===== src/rtl/cfgl_pkg.sv =====
package cfgl_pkg;
  typedef enum logic [2:0] {
    MD_SER      = 3'b000,
    MD_SER_BYP  = 3'b001,
    MD_PAR      = 3'b100,
    MD_PAR_BYP  = 3'b101,
    MD_PAR_FLOW = 3'b110
  } cfgl_mode_e;

  function automatic cfgl_mode_e cfgl_decode(input logic [2:0] code);
    case (code)
      3'b001:  return MD_SER_BYP;
      3'b100:  return MD_PAR;
      3'b101:  return MD_PAR_BYP;
      3'b110:  return MD_PAR_FLOW;
      default: return MD_SER;
    endcase
  endfunction

  function automatic logic cfgl_is_par(input cfgl_mode_e m);
    return (m == MD_PAR) || (m == MD_PAR_BYP) || (m == MD_PAR_FLOW);
  endfunction

  function automatic logic cfgl_has_ovf(input cfgl_mode_e m);
    return (m == MD_SER_BYP) || (m == MD_PAR_BYP) || (m == MD_PAR_FLOW);
  endfunction
endpackage


===== src/rtl/cfgl_loader.sv =====
module cfgl_loader
  import cfgl_pkg::*;
#(
  parameter int CFG_BITS = 32,
  parameter int BYTE_W   = 8
) (
  input  logic       clk,
  input  logic       rst,
  input  cfgl_mode_e mode,
  input  logic       wr_n,
  input  logic       cs_a_n,
  input  logic       cs_b_n,
  output logic       done_o,
  output logic       fin_o
);
  localparam int CW = $clog2(CFG_BITS + BYTE_W + 1);

  logic [CW-1:0] cnt_q;
  logic [CW-1:0] step;
  logic [CW-1:0] cnt_sum;
  logic          take;
  logic          par_mode;

  assign par_mode = cfgl_is_par(mode);
  assign step     = par_mode ? CW'(BYTE_W) : CW'(1);
  assign take     = !done_o && (par_mode ? (!wr_n && !cs_a_n && !cs_b_n) : 1'b1);
  assign cnt_sum  = cnt_q + step;
  assign fin_o    = take && (cnt_sum >= CW'(CFG_BITS));

  always_ff @(posedge clk) begin
    if (rst) begin
      cnt_q  <= '0;
      done_o <= 1'b0;
    end else if (take) begin
      cnt_q <= cnt_sum;
      if (fin_o) done_o <= 1'b1;
    end
  end


  done_sticky_chk: assert property (@(posedge clk) disable iff (rst) done_o |=> done_o);

  cnt_bound_chk: assert property (@(posedge clk) disable iff (rst) cnt_q <= CW'(CFG_BITS));

  par_gate_chk: assert property (@(posedge clk) disable iff (rst)
    (par_mode && !done_o && wr_n) |=> $stable(cnt_q));
endmodule


===== src/rtl/cfgl_overflow.sv =====
module cfgl_overflow
  import cfgl_pkg::*;
(
  input  logic       clk,
  input  logic       rst,
  input  cfgl_mode_e mode,
  input  logic       fin_i,
  input  logic       done_i,
  input  logic       cs_a_n,
  input  logic       cs_b_n,
  output logic       ovf_o,
  output logic       cs_out_n
);
  logic cs_a_q, cs_b_q;
  logic toggle;

  assign toggle = (cs_a_n != cs_a_q) || (cs_b_n != cs_b_q);

  always_ff @(posedge clk) begin
    cs_a_q <= cs_a_n;
    cs_b_q <= cs_b_n;
    if (rst) begin
      ovf_o    <= 1'b0;
      cs_out_n <= 1'b1;
    end else begin
      if (fin_i && cfgl_has_ovf(mode)) ovf_o <= 1'b1;
      else if (ovf_o && toggle)        ovf_o <= 1'b0;
      cs_out_n <= !(ovf_o && (mode == MD_PAR_FLOW));
    end
  end


  csout_done_chk: assert property (@(posedge clk) disable iff (rst) !cs_out_n |-> done_i);

  toggle_exit_chk: assert property (@(posedge clk) disable iff (rst)
    (ovf_o && toggle) |=> !ovf_o);

  ovf_done_chk: assert property (@(posedge clk) disable iff (rst) ovf_o |-> done_i);
endmodule


===== src/rtl/cfgl_serializer.sv =====
module cfgl_serializer
  import cfgl_pkg::*;
#(
  parameter int BYTE_W = 8
) (
  input  logic              clk,
  input  logic              rst,
  input  cfgl_mode_e        mode,
  input  logic              ovf_i,
  input  logic              done_i,
  input  logic              ser_din,
  input  logic [BYTE_W-1:0] par_data,
  input  logic              wr_n,
  output logic              ser_dout,
  output logic              ready_o
);
  localparam int RW = $clog2(BYTE_W + 1);

  logic [BYTE_W-1:0] sh_q;
  logic [RW-1:0]     rem_q;
  logic              pbyp;

  assign pbyp    = ovf_i && (mode == MD_PAR_BYP);
  assign ready_o = (cfgl_is_par(mode) && !done_i) || (pbyp && rem_q == '0);

  always_ff @(posedge clk) begin
    if (rst || !ovf_i) begin
      sh_q     <= '0;
      rem_q    <= '0;
      ser_dout <= 1'b1;
    end else if (mode == MD_SER_BYP) begin
      ser_dout <= ser_din;
    end else if (pbyp && rem_q != '0) begin
      ser_dout <= sh_q[BYTE_W-1];
      sh_q     <= {sh_q[BYTE_W-2:0], 1'b0};
      rem_q    <= rem_q - RW'(1);
    end else begin
      ser_dout <= 1'b1;
      if (pbyp && !wr_n) begin
        sh_q  <= par_data;
        rem_q <= RW'(BYTE_W);
      end
    end
  end


  rem_bound_chk: assert property (@(posedge clk) disable iff (rst) rem_q <= RW'(BYTE_W));

  busy_hold_chk: assert property (@(posedge clk) disable iff (rst)
    (rem_q != '0 && ovf_i) |-> !ready_o);

  idle_high_chk: assert property (@(posedge clk) disable iff (rst)
    (!ovf_i && !$past(ovf_i)) |-> ser_dout);
endmodule


===== src/rtl/cfgl_top.sv =====
module cfgl_top
  import cfgl_pkg::*;
#(
  parameter int CFG_BITS = 32,
  parameter int BYTE_W   = 8
) (
  input  logic              clk,
  input  logic              rst,
  input  logic [2:0]        mode_sel,
  input  logic              ser_din,
  input  logic [BYTE_W-1:0] par_data,
  input  logic              cs_a_n,
  input  logic              cs_b_n,
  input  logic              wr_n,
  output logic              done,
  output logic              ser_dout,
  output logic              cs_out_n,
  output logic              par_ready
);
  cfgl_mode_e mode;
  logic       fin;
  logic       ovf;

  assign mode = cfgl_decode(mode_sel);

  cfgl_loader #(.CFG_BITS(CFG_BITS), .BYTE_W(BYTE_W)) u_load (
    .clk(clk), .rst(rst), .mode(mode), .wr_n(wr_n),
    .cs_a_n(cs_a_n), .cs_b_n(cs_b_n), .done_o(done), .fin_o(fin)
  );

  cfgl_overflow u_ovf (
    .clk(clk), .rst(rst), .mode(mode), .fin_i(fin), .done_i(done),
    .cs_a_n(cs_a_n), .cs_b_n(cs_b_n), .ovf_o(ovf), .cs_out_n(cs_out_n)
  );

  cfgl_serializer #(.BYTE_W(BYTE_W)) u_ser (
    .clk(clk), .rst(rst), .mode(mode), .ovf_i(ovf), .done_i(done),
    .ser_din(ser_din), .par_data(par_data), .wr_n(wr_n),
    .ser_dout(ser_dout), .ready_o(par_ready)
  );


  no_overflow_chk: assert property (@(posedge clk) disable iff (rst)
    (!cfgl_has_ovf(mode) && $stable(mode_sel)) |=> (cs_out_n && ser_dout));

  serial_ready_chk: assert property (@(posedge clk) disable iff (rst)
    !cfgl_is_par(mode) |-> !par_ready);
endmodule


===== config.mk =====
export PLATFORM = sky130hd
export DESIGN_NAME = cfgl_top
export DESIGN_NICKNAME = d
export VERILOG_FILES = /design/src/rtl/cfgl_pkg.sv /design/src/rtl/cfgl_loader.sv /design/src/rtl/cfgl_overflow.sv /design/src/rtl/cfgl_serializer.sv /design/src/rtl/cfgl_top.sv
export SDC_FILE = /design/constraint.sdc
export NUM_CORES = 1
export LEC_CHECK = 0
export ABC_AREA = 1
export CORE_ASPECT_RATIO = 0.9
export CORE_UTILIZATION = 46
export DETAILED_ROUTE_END_ITERATION = 16
export PLACE_DENSITY = 0.83
export SLEW_MARGIN = 40
export SYNTH_ARGS = -nofsm -noshare
export SYNTH_HDL_FRONTEND = slang
export SYNTH_SLANG_ARGS = --single-unit

===== constraint.sdc =====
create_clock -name clk -period 1.43 [get_ports clk]
set_clock_uncertainty 0.1 [all_clocks]
set_input_delay 0.286 -clock clk [delete_from_list [all_inputs] [get_ports clk]]
set_output_delay 0.286 -clock clk [all_outputs]
set_load 0.02 [all_outputs]

==> results.txt <==
----------------------------------------------------
[Status]
  Result of the run ... finished, violations left
  Violated checks ... setup timing

[Clocking]
  Root cell of the clock tree ... sky130_fd_sc_hd__clkbuf_4
  Clock transition at the registers of the reported paths ... 0.16 ns
  CTS tree ... built
  TritonCTS buffer count ... 3
  Number of H-tree branching levels ... 1
  Number of clock sinks ... 24
  Longest Clk Path Bufs ... 2
  Clock latency reported for the late side of the worst-skew pair ... 0.35 ns

[Layout]
  Post-layout utilization of the core ... 85.8%
  Layout net count ... 259
  Fraction of layout instances using a drive strength above 1 ... 47.7%
  Area of all placed cells without fillers ... 2120 µm²
  Ant diodes ... 0
  Area overhead of the layout relative to synthesis ... 75.0%

[Routing]
  Routed wirelength normalized by instance count ... 19.3 µm
  Routed vias ... 1,550
  First-iteration detailed-routing DRC count ... 110
  Number of vias per cell after detailed routing ... 5.85
  Wirelength, routed ... 5130 µm
  Count of nets left with antenna violations after detail routing ... 0
  Post-detailed-route DRC marker count ... 0
  Router iterations before antenna repair ... 4

[Yosys]
  Gate count of the mapped netlist ... 174
  Leading post-synthesis cells by cell area ... sky130_fd_sc_hd__dfxtp_1 40%, sky130_fd_sc_hd__nand2_1 14%, sky130_fd_sc_hd__inv_1 9.3%
  Syn nets ... 195
  Syn_area_per_cell ... 6.95 µm²
  FFs w/ async S/R, synth ... 0%
  Post-Synthesis Cell Area ... 1210 µm²
  Top cell type's share of synthesized area ... 39.7%
  Count of different cell masters after synthesis ... 24
  Share of the yosys chip area belonging to registers ... 39.7%
  Flop and latch count out of synthesis ... 24
  Post-synth EDFFs ... 0
  Post-synth top flop ... sky130_fd_sc_hd__dfxtp_1
  Synth warnings ... 0
  Cell type contributing the most total cell area after synthesis ... sky130_fd_sc_hd__dfxtp_1

[Die]
  Area inside the core boundary ... 2470 µm²
  Starting density of the core ... 49.0%
  Width of the die ... 56.1 µm
  Vertical die dimension ... 50.7 µm
  # IOs ... 21
  FP Rows ... 17
  Die area ... 2840 µm²

[Timing]
  Final-layout worst hold slack ... 0.120 ns
  RSZ-0062 raised after global routing ... yes
  Number of pins with negative max-slew slack in the final report ... 0
  Hold Vio Cnt, Final ... 0
  Final critical-path setup slack ... -0.233 ns
  Normalized max-slew margin ... 82.7%
  F_max ... 601 MHz
  Post-layout minimum cycle time ... 1.66 ns
  Setup Viol. Count Final ... 18
  Slew of the pin with the lowest slew margin ... 0.258 ns
  Final clock period utilization by the worst path ... 116%

[Critical path]
  Critical Path Sink Type ... register
  Data arrival at the endpoint of the critical path ... 1.85 ns
  Setup Crit Path Kind ... register to register
  Count of cells along the worst register-to-register path ... 9
  Startpoint type of the worst setup path ... register
  Endpoint required time on the critical path ... 1.62 ns
  RR Endpoint ... u_ser.rem_q[1]$_SDFFE_PP0P_
  Worst reg2reg startpoint ... u_ser.rem_q[0]$_SDFFE_PP0P_
  Worst R2R Setup Slack ... -0.23 ns
  Critical path peak fanout ... 5

[Pwr]
  Maximum ir drop on the vdd rail ... 1.12 mV
  Leakage ... 0.807 nW
  P per Cell Area ... 706 nW/µm²

[Placed design]
  Number of I/O port buffers ... 20
  Global placement routability congestion ... 0.851
  Post-Place Cell Area ... 1660 µm²
  HPWL after detailed placement ... 2270 µm

[Worst hold path]
  Sink of the worst hold path ... u_ovf.cs_out_n$_SDFF_PP1_
  Startpoint of the worst hold path ... mode_sel[0]
  Cell count of the worst hold path ... 3
  Worst hold path class ... input pin to register

[Job]
  Number of max-cap violations ... 0

[Global route]
  Via count of the first global-routing pass ... 1,478
  Initial antenna violation count ... 0
  Gr usage total ... 33.6%
  Global-route wire length before repair ... 7110 µm
  Total overflow reported by the global router ... 0
  Maximum number of pins on one net before global-route repair ... 15

----------------------------------------------------
## layout by cell type (no fill, tap or decap), types with 2 or more instances in the layout
master	netlist	final
sky130_fd_sc_hd__clkdlybuf4s50_1	0	13
sky130_fd_sc_hd__nand2_8	0	2
sky130_fd_sc_hd__a21oi_2	2	12
sky130_fd_sc_hd__nor2_2	0	3
sky130_fd_sc_hd__xnor2_1	2	2
sky130_fd_sc_hd__xor2_1	2	2
sky130_fd_sc_hd__buf_4	0	32
sky130_fd_sc_hd__nand2_4	0	2
sky130_fd_sc_hd__nor2_1	12	8
sky130_fd_sc_hd__nand3_2	0	9
sky130_fd_sc_hd__dlygate4sd2_1	0	2
sky130_fd_sc_hd__o21ai_0	6	4
sky130_fd_sc_hd__buf_2	1	2
sky130_fd_sc_hd__nand3_1	16	6
sky130_fd_sc_hd__nand2_2	1	10
sky130_fd_sc_hd__a21oi_1	17	6
sky130_fd_sc_hd__dfxtp_2	0	3
sky130_fd_sc_hd__clkbuf_4	0	3
sky130_fd_sc_hd__inv_4	0	2
sky130_fd_sc_hd__inv_2	2	3
sky130_fd_sc_hd__dfxtp_1	24	20
sky130_fd_sc_hd__nor2_4	1	3
sky130_fd_sc_hd__buf_6	1	9
sky130_fd_sc_hd__ha_4	0	4
sky130_fd_sc_hd__nand2_1	44	32
sky130_fd_sc_hd__inv_1	30	26
sky130_fd_sc_hd__o22ai_4	0	2
## area by class of cell
cell class | instances | area [µm²]
Fill cell | 119 | 350
Multi-Input combinational cell | 117 | 887
Sequential cell | 24 | 488
Inverter | 32 | 133
Tap cell | 28 | 35.0
Clock buffer | 3 | 22.5
Timing Repair Buffer | 59 | 514
Clock inverter | 1 | 30.0
Timing Repair inverter | 1 | 7.51
## per-stage QoR
step	setup TNS [ns]	total power [W]	std cells	worst slack, ns
after global routing	-3.04	0.00153	265	-0.254
final	-2.43	0.00149	265	-0.233
after floorplan	0	0.000799	174	0.0236
after CTS	-1.07	0.00142	261	-0.165
after detailed placement	-12.07	0.000922	246	-0.845
after global placement	-10.58	0.000906	246	-0.822
## how the worst max path moves through the flow
stage	endpoint	slack [ns]	depth (start not counted)	from
floorplan	u_ser.sh_q[1]$_SDFFE_PP0P_	0.02	8	u_ser.rem_q[0]$_SDFFE_PP0P_
global placement	par_ready	-0.82	6	mode_sel[2]
detailed placement	par_ready	-0.85	6	mode_sel[0]
CTS	par_ready	-0.17	5	u_ser.rem_q[1]$_SDFFE_PP0P_
global route	par_ready	-0.25	5	u_ser.rem_q[0]$_SDFFE_PP0P_
finish	u_ser.rem_q[1]$_SDFFE_PP0P_	-0.23	9	u_ser.rem_q[0]$_SDFFE_PP0P_
## worst max-delay path, stage by stage (launching register included)
cell and delay [ns]:
sky130_fd_sc_hd__dfxtp_2 0.37, sky130_fd_sc_hd__inv_2 0.05, sky130_fd_sc_hd__ha_4 0.16, sky130_fd_sc_hd__nand2_4 0.08, sky130_fd_sc_hd__buf_6 0.11, sky130_fd_sc_hd__buf_6 0.11, sky130_fd_sc_hd__buf_8 0.13, sky130_fd_sc_hd__nand2_8 0.08
sky130_fd_sc_hd__or2_4 0.25, sky130_fd_sc_hd__a21oi_2 0.16
## routing by layer
metal | track usage, % | share of wire (%) | vias to the layer above
li1 | - | - | 680
met1 | 38.7 | 39 | 733
met2 | 58.3 | 48 | 106
met3 | 8.51 | 7.2 | 31
met4 | 16.3 | 5.6 | 0
met5 | 0 | 0 | -
## power breakdown
group          switching, W  total [W]  internal (W)
logic              0.000116   0.000253      0.000136
clock network      0.000253   0.000537      0.000284
registers         0.0000186   0.000704      0.000685
## registers in the layout, indices dropped and copies added, names as in the netlist
| register | flops |
|---|---|
| u_ovf.cs_a_q | 1 |
| u_ovf.cs_b_q | 1 |
| u_ser.sh_q | 8 |
| u_ser.rem_q | 4 |
| u_load.cnt_q | 6 |
| u_load.done_o | 1 |
| u_ser.ser_dout | 1 |
| u_ovf.ovf_o | 1 |
| u_ovf.cs_out_n | 1 |
## what timing repair did
action                                  in CTS  in global routing
pin swaps                                   15                 16
endpoints found under the setup margin      25                 18
hold buffers                                 0                  0
setup buffers                                7                  4
cloned                                       4                  0
gates resized for setup                     74                 33
## cells by family after synthesis
kind of cell | synth area share, %
and+or+nand+nor | 28.2
AOI/OAI and AO/OA | 13.4
DFF | 39.7
buffers and inverters | 11.6
adders and majority gates | 4.14
xor gates and xnor gates | 2.90
## synth_stat cells (2+ instances only)
cell type,instances
sky130_fd_sc_hd__inv_1,30
sky130_fd_sc_hd__nand2_1,44
sky130_fd_sc_hd__nor2_1,12
sky130_fd_sc_hd__nand3_1,16
sky130_fd_sc_hd__ha_1,4
sky130_fd_sc_hd__inv_2,2
sky130_fd_sc_hd__o21ai_0,6
sky130_fd_sc_hd__xnor2_1,2
sky130_fd_sc_hd__o22ai_1,2
sky130_fd_sc_hd__a21oi_1,17
sky130_fd_sc_hd__a21oi_2,2
sky130_fd_sc_hd__xor2_1,2
sky130_fd_sc_hd__dfxtp_1,24
Power figures use the tool's default switching activity.
